## config.mk

```make
export PLATFORM = sky130hd
export DESIGN_NAME = mbx_irq_ctrl
export DESIGN_NICKNAME = d
export VERILOG_FILES = /design/src/rtl/mbx_pkg.sv /design/src/rtl/mbx_port_dec.sv /design/src/rtl/mbx_flag.sv /design/src/rtl/mbx_irq_ctrl.sv
export SDC_FILE = /design/constraint.sdc
export NUM_CORES = 1
export LEC_CHECK = 0
export ABC_AREA = 1
export BUFFER_PORTS_ARGS = -buffer_cell sky130_fd_sc_hd__buf_2
export CORE_AREA = 2 2 39 41
export CTS_CLUSTER_DIAMETER = 40
export DETAILED_ROUTE_END_ITERATION = 8
export DIE_AREA = 0 0 41 43
export GPL_TIMING_DRIVEN = 0
export PLACE_DENSITY = 0.64
export SLEW_MARGIN = 15
export SYNTH_ARGS = -nofsm -noshare
export SYNTH_HDL_FRONTEND = slang
export SYNTH_SLANG_ARGS = --single-unit
```

## constraint.sdc

```tcl
create_clock -name clk -period 0.8 [get_ports clk]
set_clock_uncertainty 0.05 [all_clocks]
set_input_delay 0.12 -clock clk [delete_from_list [all_inputs] [get_ports clk]]
set_output_delay 0.12 -clock clk [all_outputs]
set_load 0.03 [all_outputs]
```

## src/rtl/mbx_pkg.sv

```systemverilog
// Package: shared types and helpers for the mailbox interrupt controller.
// Assumes address widths of at least 2 bits.
package mbx_pkg;

    // Which side of the shared memory a piece of logic serves.
    typedef enum logic {
        SIDE_LT = 1'b0,
        SIDE_RT = 1'b1
    } side_e;

    // Mailbox word owned by a side: right owns all ones, left owns all ones minus one.
    function automatic logic [31:0] mbx_box_addr(input int unsigned aw, input side_e side);
        logic [31:0] top;
        top = (32'd1 << aw) - 32'd1;
        return (side == SIDE_RT) ? top : top - 32'd1;
    endfunction

endpackage

```

## src/rtl/mbx_port_dec.sv

```systemverilog
// Decoder for one side: finds a write to the peer's mailbox (post) and a read
// of the side's own mailbox (fetch). Both are blocked while the side is busy.
// Assumes read and write together mean a write.
module mbx_port_dec
    import mbx_pkg::*;
#(
    parameter int unsigned AW       = 12,
    parameter side_e       OWN_SIDE = SIDE_LT
) (
    input  logic [AW-1:0] addr_i,
    input  logic          sel_i,
    input  logic          rd_i,
    input  logic          wr_i,
    input  logic          busy_i,
    output logic          post_o,
    output logic          fetch_o
);
    localparam side_e         PEER_SIDE = (OWN_SIDE == SIDE_LT) ? SIDE_RT : SIDE_LT;
    localparam logic [31:0]   OWN_W     = mbx_box_addr(AW, OWN_SIDE);
    localparam logic [31:0]   PEER_W    = mbx_box_addr(AW, PEER_SIDE);
    localparam logic [AW-1:0] OWN_BOX   = OWN_W[AW-1:0];
    localparam logic [AW-1:0] PEER_BOX  = PEER_W[AW-1:0];

    logic live;

    // Purpose: qualify the access by select and contention.
    always_comb begin
        live = sel_i && !busy_i;
    end

    // Purpose: decode mailbox writes and reads.
    always_comb begin
        post_o  = live && wr_i && (addr_i == PEER_BOX);
        fetch_o = live && rd_i && !wr_i && (addr_i == OWN_BOX);
    end

endmodule

```

## src/rtl/mbx_flag.sv

```systemverilog
// One interrupt flag: raised by set_i, dropped by clr_i, and set takes priority.
// The output is active low and registered.
module mbx_flag (
    input  logic clk,
    input  logic rst_n,
    input  logic set_i,
    input  logic clr_i,
    output logic irq_n_o
);
    logic pend_q;

    // Purpose: hold the pending state; a raise beats a clear on the same edge.
    always_ff @(posedge clk) begin
        if (!rst_n)      pend_q <= 1'b0;
        else if (set_i)  pend_q <= 1'b1;
        else if (clr_i)  pend_q <= 1'b0;
    end

    assign irq_n_o = !pend_q;

    assert_set_wins_R7: assert property (@(posedge clk) disable iff (!rst_n)
        set_i |=> !irq_n_o);
    assert_clear_R4: assert property (@(posedge clk) disable iff (!rst_n)
        (clr_i && !set_i) |=> irq_n_o);
    assert_hold_R8: assert property (@(posedge clk) disable iff (!rst_n)
        (!set_i && !clr_i) |=> $stable(irq_n_o));

endmodule

```

## src/rtl/mbx_irq_ctrl.sv

```systemverilog
// Top: mailbox interrupts between the left and right sides of a shared memory
// of 2**AW words. It assumes that both sides share clk and that the busy
// inputs are already synchronous to it.
module mbx_irq_ctrl
    import mbx_pkg::*;
#(
    parameter int unsigned AW = 12
) (
    input  logic          clk,
    input  logic          rst_n,
    input  logic [AW-1:0] lt_addr,
    input  logic          lt_sel,
    input  logic          lt_rd,
    input  logic          lt_wr,
    input  logic          lt_busy,
    input  logic [AW-1:0] rt_addr,
    input  logic          rt_sel,
    input  logic          rt_rd,
    input  logic          rt_wr,
    input  logic          rt_busy,
    output logic          lt_irq_n,
    output logic          rt_irq_n
);
    localparam int NSIDE = 2;

    logic [AW-1:0] addr_v [NSIDE];
    logic [NSIDE-1:0] sel_v, rd_v, wr_v, busy_v, post_v, fetch_v, irqn_v;

    // Purpose: gather the side ports into arrays, indexed by side.
    always_comb begin
        addr_v[0] = lt_addr;  addr_v[1] = rt_addr;
        sel_v  = {rt_sel,  lt_sel};
        rd_v   = {rt_rd,   lt_rd};
        wr_v   = {rt_wr,   lt_wr};
        busy_v = {rt_busy, lt_busy};
    end

    for (genvar s = 0; s < NSIDE; s++) begin : g_side
        localparam side_e ME = (s == 0) ? SIDE_LT : SIDE_RT;

        mbx_port_dec #(.AW(AW), .OWN_SIDE(ME)) dec_i (
            .addr_i (addr_v[s]),
            .sel_i  (sel_v[s]),
            .rd_i   (rd_v[s]),
            .wr_i   (wr_v[s]),
            .busy_i (busy_v[s]),
            .post_o (post_v[s]),
            .fetch_o(fetch_v[s])
        );

        // A side's flag is raised by the peer's post and cleared by its own fetch.
        mbx_flag flag_i (
            .clk    (clk),
            .rst_n  (rst_n),
            .set_i  (post_v[NSIDE-1-s]),
            .clr_i  (fetch_v[s]),
            .irq_n_o(irqn_v[s])
        );
    end

    assign lt_irq_n = irqn_v[0];
    assign rt_irq_n = irqn_v[1];

    assert_busy_no_post_R6: assert property (@(posedge clk) disable iff (!rst_n)
        (lt_busy && !rt_irq_n == 1'b0 && !post_v[1] == 1'b1 && !fetch_v[1]) |=> rt_irq_n);
    assert_busy_no_fetch_R6: assert property (@(posedge clk) disable iff (!rst_n)
        (rt_busy && !rt_irq_n && !post_v[0]) |=> !rt_irq_n);

endmodule

```

## Word level (Yosys, flattened, before mapping)

Cells that the tools add are included.
W data, S select, Z words.

- Bits in writable memories: 0
- Output and inout bits: 2
- Logic and storage cells: 30
- Latch bits: 0
- ROM bits: 0
- Memories kept: 0
- Bits of input ports: 34
- Register bits: 2

- $mul: 0
- Reductions and logical operators: 20
- Shift operators: 0
- Div/mod/pow operators: 0
- $add $sub $neg: 0
- Muxes and demuxes: 4
- $lt $le $gt $ge: 0
- Equal/unequal tests: 4
- Bitwise logic cells: 0

Operators by type and width:

| kind | number |
|---|---|
| $eq A12 B12 Y1 const B | 4 |
| $logic_and A1 B1 Y1 | 12 |
| $logic_not A1 Y1 | 6 |
| $mux W1 | 4 |
| $reduce_bool A2 Y1 | 2 |

## Logic depth before layout (Yosys ltp)

Gate-level depths: netlist (run 1).

- Word-level depth: 7
- Depth in mapped cells: 7
- Mapped depth without buffers: 7

## Modules after synthesis

Synthesis (run 1) repeated with hierarchy kept, for this count alone.

- Cell total of the unflattened synthesis: 58
- Area total of the unflattened synthesis: 265.3 sq um

Modules (own cells, without submodules):

| module | cells an instance | area an instance (sq um) | times used |
|---|---|---|---|
| mbx_port_dec | 22 | 85.1 | 2 |
| mbx_flag | 7 | 47.5 | 2 |

## Least setup slack after synthesis (run 1)

No wires, ideal clock.

- Path type: input to register
- From: input rt_busy
- To: register g_side[1].flag_i.pend_q
- Stages: 6
- Arrival: 506 ps
- Required time: 631 ps
- Setup time: 119 ps
- Path buffers: 0
- Path slack: 124 ps
- Path through: inv_1 > nand2_1 > nor2_1 > nand2_1 > o21ai_1 > a21oi_1

- Word-level cells in the longest chain between the ends: 6

Ends and longest elaborated chain:

| item | line | text |
|---|---|---|
| start: declaration | mbx_irq_ctrl.sv:20 | `input logic rt_busy,` |
| $logic_not A1 Y1 | mbx_port_dec.sv:28 | `live = sel_i && !busy_i;` |
| $logic_and A1 B1 Y1 | mbx_port_dec.sv:28 |  |
| $logic_and A1 B1 Y1 (3 in a row) | mbx_port_dec.sv:34 | `fetch_o = live && rd_i && !wr_i && (addr_i == OWN_BOX);` |
| $reduce_bool A2 Y1 (no source line) | -- |  |
| end signal: assignment | mbx_flag.sv:14 | `if (!rst_n) pend_q <= 1'b0;` |
| end signal: assignment | mbx_flag.sv:15 | `else if (set_i) pend_q <= 1'b1;` |
| end signal: assignment | mbx_flag.sv:16 | `else if (clr_i) pend_q <= 1'b0;` |
| end: declaration | mbx_flag.sv:10 | `logic pend_q;` |

Every way passes these cells.
A chain may end at the register's enable or synchronous reset.

## Final worst setup path (run 1)

- From: register g_side[0].flag_i.pend_q
- To: output lt_irq_n

- Word-level cells in the longest chain between the ends: 1

Ends and longest elaborated chain:

| item | line | text |
|---|---|---|
| start: declaration | mbx_flag.sv:10 |  |
| start signal: assignment | mbx_flag.sv:14 |  |
| start signal: assignment | mbx_flag.sv:15 |  |
| start signal: assignment | mbx_flag.sv:16 |  |
| $logic_not A1 Y1 | mbx_flag.sv:19 | `assign irq_n_o = !pend_q;` |
| end: declaration | mbx_irq_ctrl.sv:21 | `output logic lt_irq_n,` |

Every way passes these cells.

==> run_results.csv, run 1 <==
group,metric,value,unit
setup_path,crit_type,"flip-flop to output pin",
floorplanning,initial_core_util,0.172,
global_routing,antenna_found_initial,0,
min_path,hold_class,"input port to flip-flop",
clock_tree,clock-sinks,2,
placed_design,numPortBuffers,35,
synthesis,ys_ff_latch,2,
timing,fin_crit_sh,1.09,
setup_path,cp_data_required_time,0.63,ns
global_routing,grt_max_degree,3,
cells_and_area,instances_no_fill,105,
synthesis,synth_top_area_share,0.316,
placed_design,gp_congestion,0.639,
synthesis,synth-async-reset-ratio,0,
floorplanning,fp.dieW,41,µm
floorplanning,die_height,43,µm
status,outcome,"finished, violations left",
cells_and_area,area_growth,108,%
cells_and_area,diodes,0,
timing,fin_setup_tns,-0.149,ns
cells_and_area,fin_area,495,µm²
placed_design,dp.cells,100,
synthesis,synth_common_cells,"20 x nand2_1, 11 x inv_1, 8 x nor2_1, 2 x a21oi_1, 2 x dfxtp_1",
synthesis,seq_area_frac_synth,0.168,
global_routing,grt_pass1_vias,324,
floorplanning,num_io_pins,36,
setup_path,endpoint_kind,"output pin",
setup_path,slowest_delay,0.32,ns
power_and_ir_drop,leakage,0.306,nW
timing,fin_crit,0.876,ns
timing,setup_viol,2,
setup_path,cp_max_fo,2,
drt,wl,747,µm
flow_run,maxCapViolations,0,
placed_design,pre_cts_ws,-0.0325,ns
timing,drv_slew,0,
synthesis,synth_ff_type,"dfxtp_1",
timing,setup_slack,-0.0757,ns
global_routing,overflow,0,
setup_path,crit_buf_inv,2,
clock_tree,insertion_delay,0.23,ns
timing,slew_headroom,0.906,
clock_tree,cts_made_buffers,3,
power_and_ir_drop,vdd_drop_max,413,µV
setup_path,worst_path_max_delay_cell,"dfxtp_2",
synthesis,syn_area,238,µm²
setup_path,cp-start-kind,"flip-flop",
placed_design,post_dp_cell_area,433,µm²
synthesis,ys_types,11,
synthesis,synth_cells,49,
drt,vias_per_cell,3.86,
drt,dr.pass1.iters,3,
cells_and_area,largest_reg_flops,2,
synthesis,synth_nets,83,
cells_and_area,fillers,166,
drt,wl_per_cell,7.11,µm
synthesis,yosys_warnings,0,
cells_and_area,nets,125,
drt,vias,405,
timing,rsz0062_at_grt,"true",
cells_and_area,drive_gt1_frac,0.539,
timing,hold_viol,0,
status,failed_checks,"setup timing",
placed_design,dp_hpwl,639,µm
timing,max_freq,1.14,GHz
synthesis,synth_area_leader_cell,"nand2_1",
synthesis,synth_edf_count,0,
setup_path,crit_family,"flip-flops",
global_routing,grt_pass1_wl,1.10,mm
synthesis,synth_area_leaders,"nand2_1 32%, inv_1 17%, dfxtp_1 17%",
synthesis,avgSynthCellArea,4.85,µm²
floorplanning,core-area,0.00138,mm²
synthesis,synth_most_common_cell,"nand2_1",
global_routing,grt_usage,0.0932,
drt,drtIter0Drc,1,
floorplanning,die_area,0.00176,mm²
timing,worstMarginPinSlew,0.140,ns
floorplanning,num_rows,14,
timing,whs,0.0840,ns
power_and_ir_drop,p_per_area,911,mW/mm²
drt,drc,0,
clock_tree,path_clk_slew,0.03,ns
clock_tree,htree_levels,1,
setup_path,cp.arrival,0.71,ns
clock_tree,clock_path_buffers,2,
cells_and_area,largestRegisters,"g_side.flag_i.pend_q (2)",
cells_and_area,largest-register,"g_side.flag_i.pend_q",
clock_tree,tritoncts,"done",
setup_path,cp_cell_sequence,"inv_2 > buf_6",
drt,ant_nets,0,
clock_tree,cts-root-buf,"clkbuf_4",
area by class of cell:
type                    count  area, µm²  area share
repair buffers             37        206       0.417
multi-input cells          36        163       0.328
flip-flops and latches      2       42.5      0.0859
inverters                  11       41.3      0.0833
clock buffers               3       22.5      0.0455
well taps                  16       20.0      0.0404
final timing paths:
path / start / endpoint / slack [ns] / cells after the start
worst min register to register: g_side[1].flag_i.pend_q / g_side[1].flag_i.pend_q / 0.43 / 2
worst max-delay path: g_side[0].flag_i.pend_q / lt_irq_n / -0.08 / 2
worst max register to register: g_side[0].flag_i.pend_q / g_side[0].flag_i.pend_q / 0.01 / 4
worst min-delay path: rst_n / g_side[0].flag_i.pend_q / 0.08 / 3
cell families after synthesis:
logic type	after synthesis	share of synthesized area
AND/OR/NAND/NOR	33	0.595
buffers and inverters	11	0.174
AO/OA/AOI/OAI	3	0.0631
flip-flops	2	0.168
cell usage in the layout (no fill, tap or decap):
master	Yosys	routed
nand3_1	1	1
nand2_1	20	19
inv_2	0	2
nand4_1	1	1
dfxtp_2	0	2
nand2_2	0	1
a21oi_2	0	1
o21ai_1	1	1
and3_1	1	1
clkbuf_4	0	3
buf_2	0	33
nor2_1	8	8
nand4_2	1	1
inv_1	11	9
buf_4	0	1
buf_6	0	3
nor2_2	1	1
a21oi_1	2	1
worst min-delay path, delay by kind of cell:
family          cells  cell delay, ns
compound gates      1            0.08
buf+inv             2            0.13
layer usage:
metal	track usage	wire, µm
met5	0	0
met4	0.0600	21
met3	0.0524	77
met2	0.150	378
met1	0.0831	269
metrics by stage:
stage | total power, mW | util
finish | 0.451 | 0.358
global route | 0.486 | 0.358
CTS | 0.463 | 0.345
detailed placement | 0.220 | 0.313
global placement | 0.216 | 0.313
floorplan | 0.135 | -
what timing repair did:
item / 4_1_cts / 5_1_grt
hold buffers: 0 / 0
pin swaps: 0 / 1
endpoints found under the setup margin: 2 / 2
gates resized for setup: 8 / 3
setup buffers: 1 / 1
power breakdown:
part / total (mW) / leakage (nW) / switching, mW / internal [mW]
clock network: 0.233 / 0.0138 / 0.0673 / 0.166
logic: 0.117 / 0.275 / 0.0457 / 0.0717
registers: 0.100 / 0.0171 / 0.00000326 / 0.100
Note: power is estimated with default switching activity, not from simulation.
==> run 2: changes to the inputs <==
==> constraint.sdc (replaced) <==
create_clock -name clk -period 0.8 [get_ports clk]
set_clock_uncertainty 0.05 [all_clocks]
set_input_delay 0.08 -clock clk [delete_from_list [all_inputs] [get_ports clk]]
set_output_delay 0.08 -clock clk [all_outputs]
set_load 0.03 [all_outputs]
==> run 2 against run 1 <==
  * The flow still finishes with violations (setup timing)
  * Global-route usage unchanged
  * Sequential power about the same
  * Critical path depth unchanged
==> run_results.csv, run 2 (synthesized netlist as in run 1, its figures left out) <==
group,metric,value,unit
drt,dr.pass1.iters,3,
drt,wl_per_cell,7.09,µm
flow_run,maxCapViolations,0,
power_and_ir_drop,leakage,0.299,nW
timing,fin_setup_tns,-0.0693,ns
clock_tree,cts_made_buffers,3,
global_routing,grt_usage,0.0932,
global_routing,antenna_found_initial,0,
setup_path,endpoint_kind,"output pin",
cells_and_area,multiInputGateArea,156,µm²
floorplanning,die_height,43,µm
cells_and_area,drive_gt1_frac,0.511,
timing,worstMarginPinSlew,0.140,ns
timing,hold_viol,0,
clock_tree,htree_levels,1,
floorplanning,core-area,0.00138,mm²
clock_tree,tritoncts,"done",
placed_design,gp_congestion,0.639,
timing,whs,0.0423,ns
timing,fin_crit_sh,1.05,
timing,max_freq,1.20,GHz
setup_path,cp_max_fo,2,
min_path,hold_class,"input port to flip-flop",
cells_and_area,fin_area,478,µm²
status,failed_checks,"setup timing",
cells_and_area,largestRegisters,"g_side.flag_i.pend_q (2)",
clock_tree,clock-sinks,2,
setup_path,cp.arrival,0.71,ns
floorplanning,fp.dieW,41,µm
cells_and_area,most-common-layout-cells,"33 x buf_2, 20 x nand2_1, 9 x inv_1",
timing,setup_viol,2,
setup_path,cp_data_required_time,0.67,ns
clock_tree,path_clk_slew,0.03,ns
floorplanning,num_rows,14,
cells_and_area,nets,124,
cells_and_area,layout_commonest_cell,"buf_2",
global_routing,grt_pass1_vias,324,
drt,drc,0,
global_routing,gr-usage-met1,0.0831,
timing,slew_headroom,0.906,
clock_tree,clock_path_buffers,2,
placed_design,dp_hpwl,639,µm
power_and_ir_drop,total_power,451,µW
drt,vias,399,
global_routing,overflow,0,
cells_and_area,instances_no_fill,104,
drt,drtIter0Drc,1,
cells_and_area,fillers,170,
cells_and_area,postLayoutCoreUtil,0.345,
setup_path,crit_type,"flip-flop to output pin",
drt,vias_per_cell,3.84,
clock_tree,insertion_delay,0.23,ns
global_routing,grt_pass1_wl,1.10,mm
cells_and_area,largest-register,"g_side.flag_i.pend_q",
placed_design,pre_cts_ws,0.00750,ns
floorplanning,die_area,0.00176,mm²
drt,ant_nets,0,
placed_design,dp.cells,100,
timing,fin_crit,0.836,ns
timing,setup_slack,-0.0364,ns
power_and_ir_drop,vdd_drop_max,412,µV
global_routing,grtUsageMet2,0.150,
setup_path,cp-start-kind,"flip-flop",
cells_and_area,diodes,0,
drt,wl,737,µm
cells_and_area,area_growth,101,%
status,outcome,"finished, violations left",
placed_design,post_dp_cell_area,433,µm²
power_and_ir_drop,p_per_area,944,mW/mm²
timing,rsz0062_at_grt,"true",
clock_tree,cts-root-buf,"clkbuf_4",
cells_and_area,layout.area.seq,42.5,µm²
global_routing,grt_max_degree,3,
cells_and_area,largest_reg_flops,2,
global_routing,use_met3,0.0524,
floorplanning,num_io_pins,36,
timing,drv_slew,0,
placed_design,numPortBuffers,35,
floorplanning,initial_core_util,0.172,
clock_tree,postCtsHoldBufs,0,
global_routing,busiest_layer,"met2",
==> run 2: critical path, stage by stage (launching register included) <==
cell and delay, ns:
dfxtp_2 0.32, inv_2 0.03, buf_6 0.12
==> run 2: repair_timing <==
item / CTS / global route
resized for setup: 8 / 0
endpoints found under the setup margin: 2 / 2
buffers inserted: 1 / 0
==> run 2: layout make-up <==
class	instances	share of cell area
inverters	11	0.0864
multi-input cells	36	0.327
flip-flops and latches	2	0.0890
repair buffers	36	0.408
clock buffers	3	0.0471
well taps	16	0.0419
==> run 2: path summary, 6_finish.rpt <==
| kind | startpoint | cells past startpoint | slack, ns | endpoint |
|---|---|---|---|---|
| worst max-delay path | g_side[0].flag_i.pend_q | 2 | -0.04 | lt_irq_n |
| worst min register to register | g_side[1].flag_i.pend_q | 2 | 0.43 | g_side[1].flag_i.pend_q |
| worst min-delay path | rst_n | 3 | 0.04 | g_side[1].flag_i.pend_q |
| worst max register to register | g_side[0].flag_i.pend_q | 3 | 0.10 | g_side[0].flag_i.pend_q |
==> run 2: power breakdown <==
group,internal [mW],total (mW),switching [mW]
clock,0.166,0.234,0.0675
combinational,0.0716,0.117,0.0454
sequential,0.100,0.100,0.00000329
total,0.338,0.451,0.113
==> run 2: routing by layer <==
| layer | vias up | part of all wire |
|---|---|---|
| li1 | 224 | - |
| met1 | 154 | 0.36 |
| met2 | 17 | 0.50 |
| met3 | 4 | 0.10 |
| met4 | 0 | 0.028 |
| met5 | - | 0 |
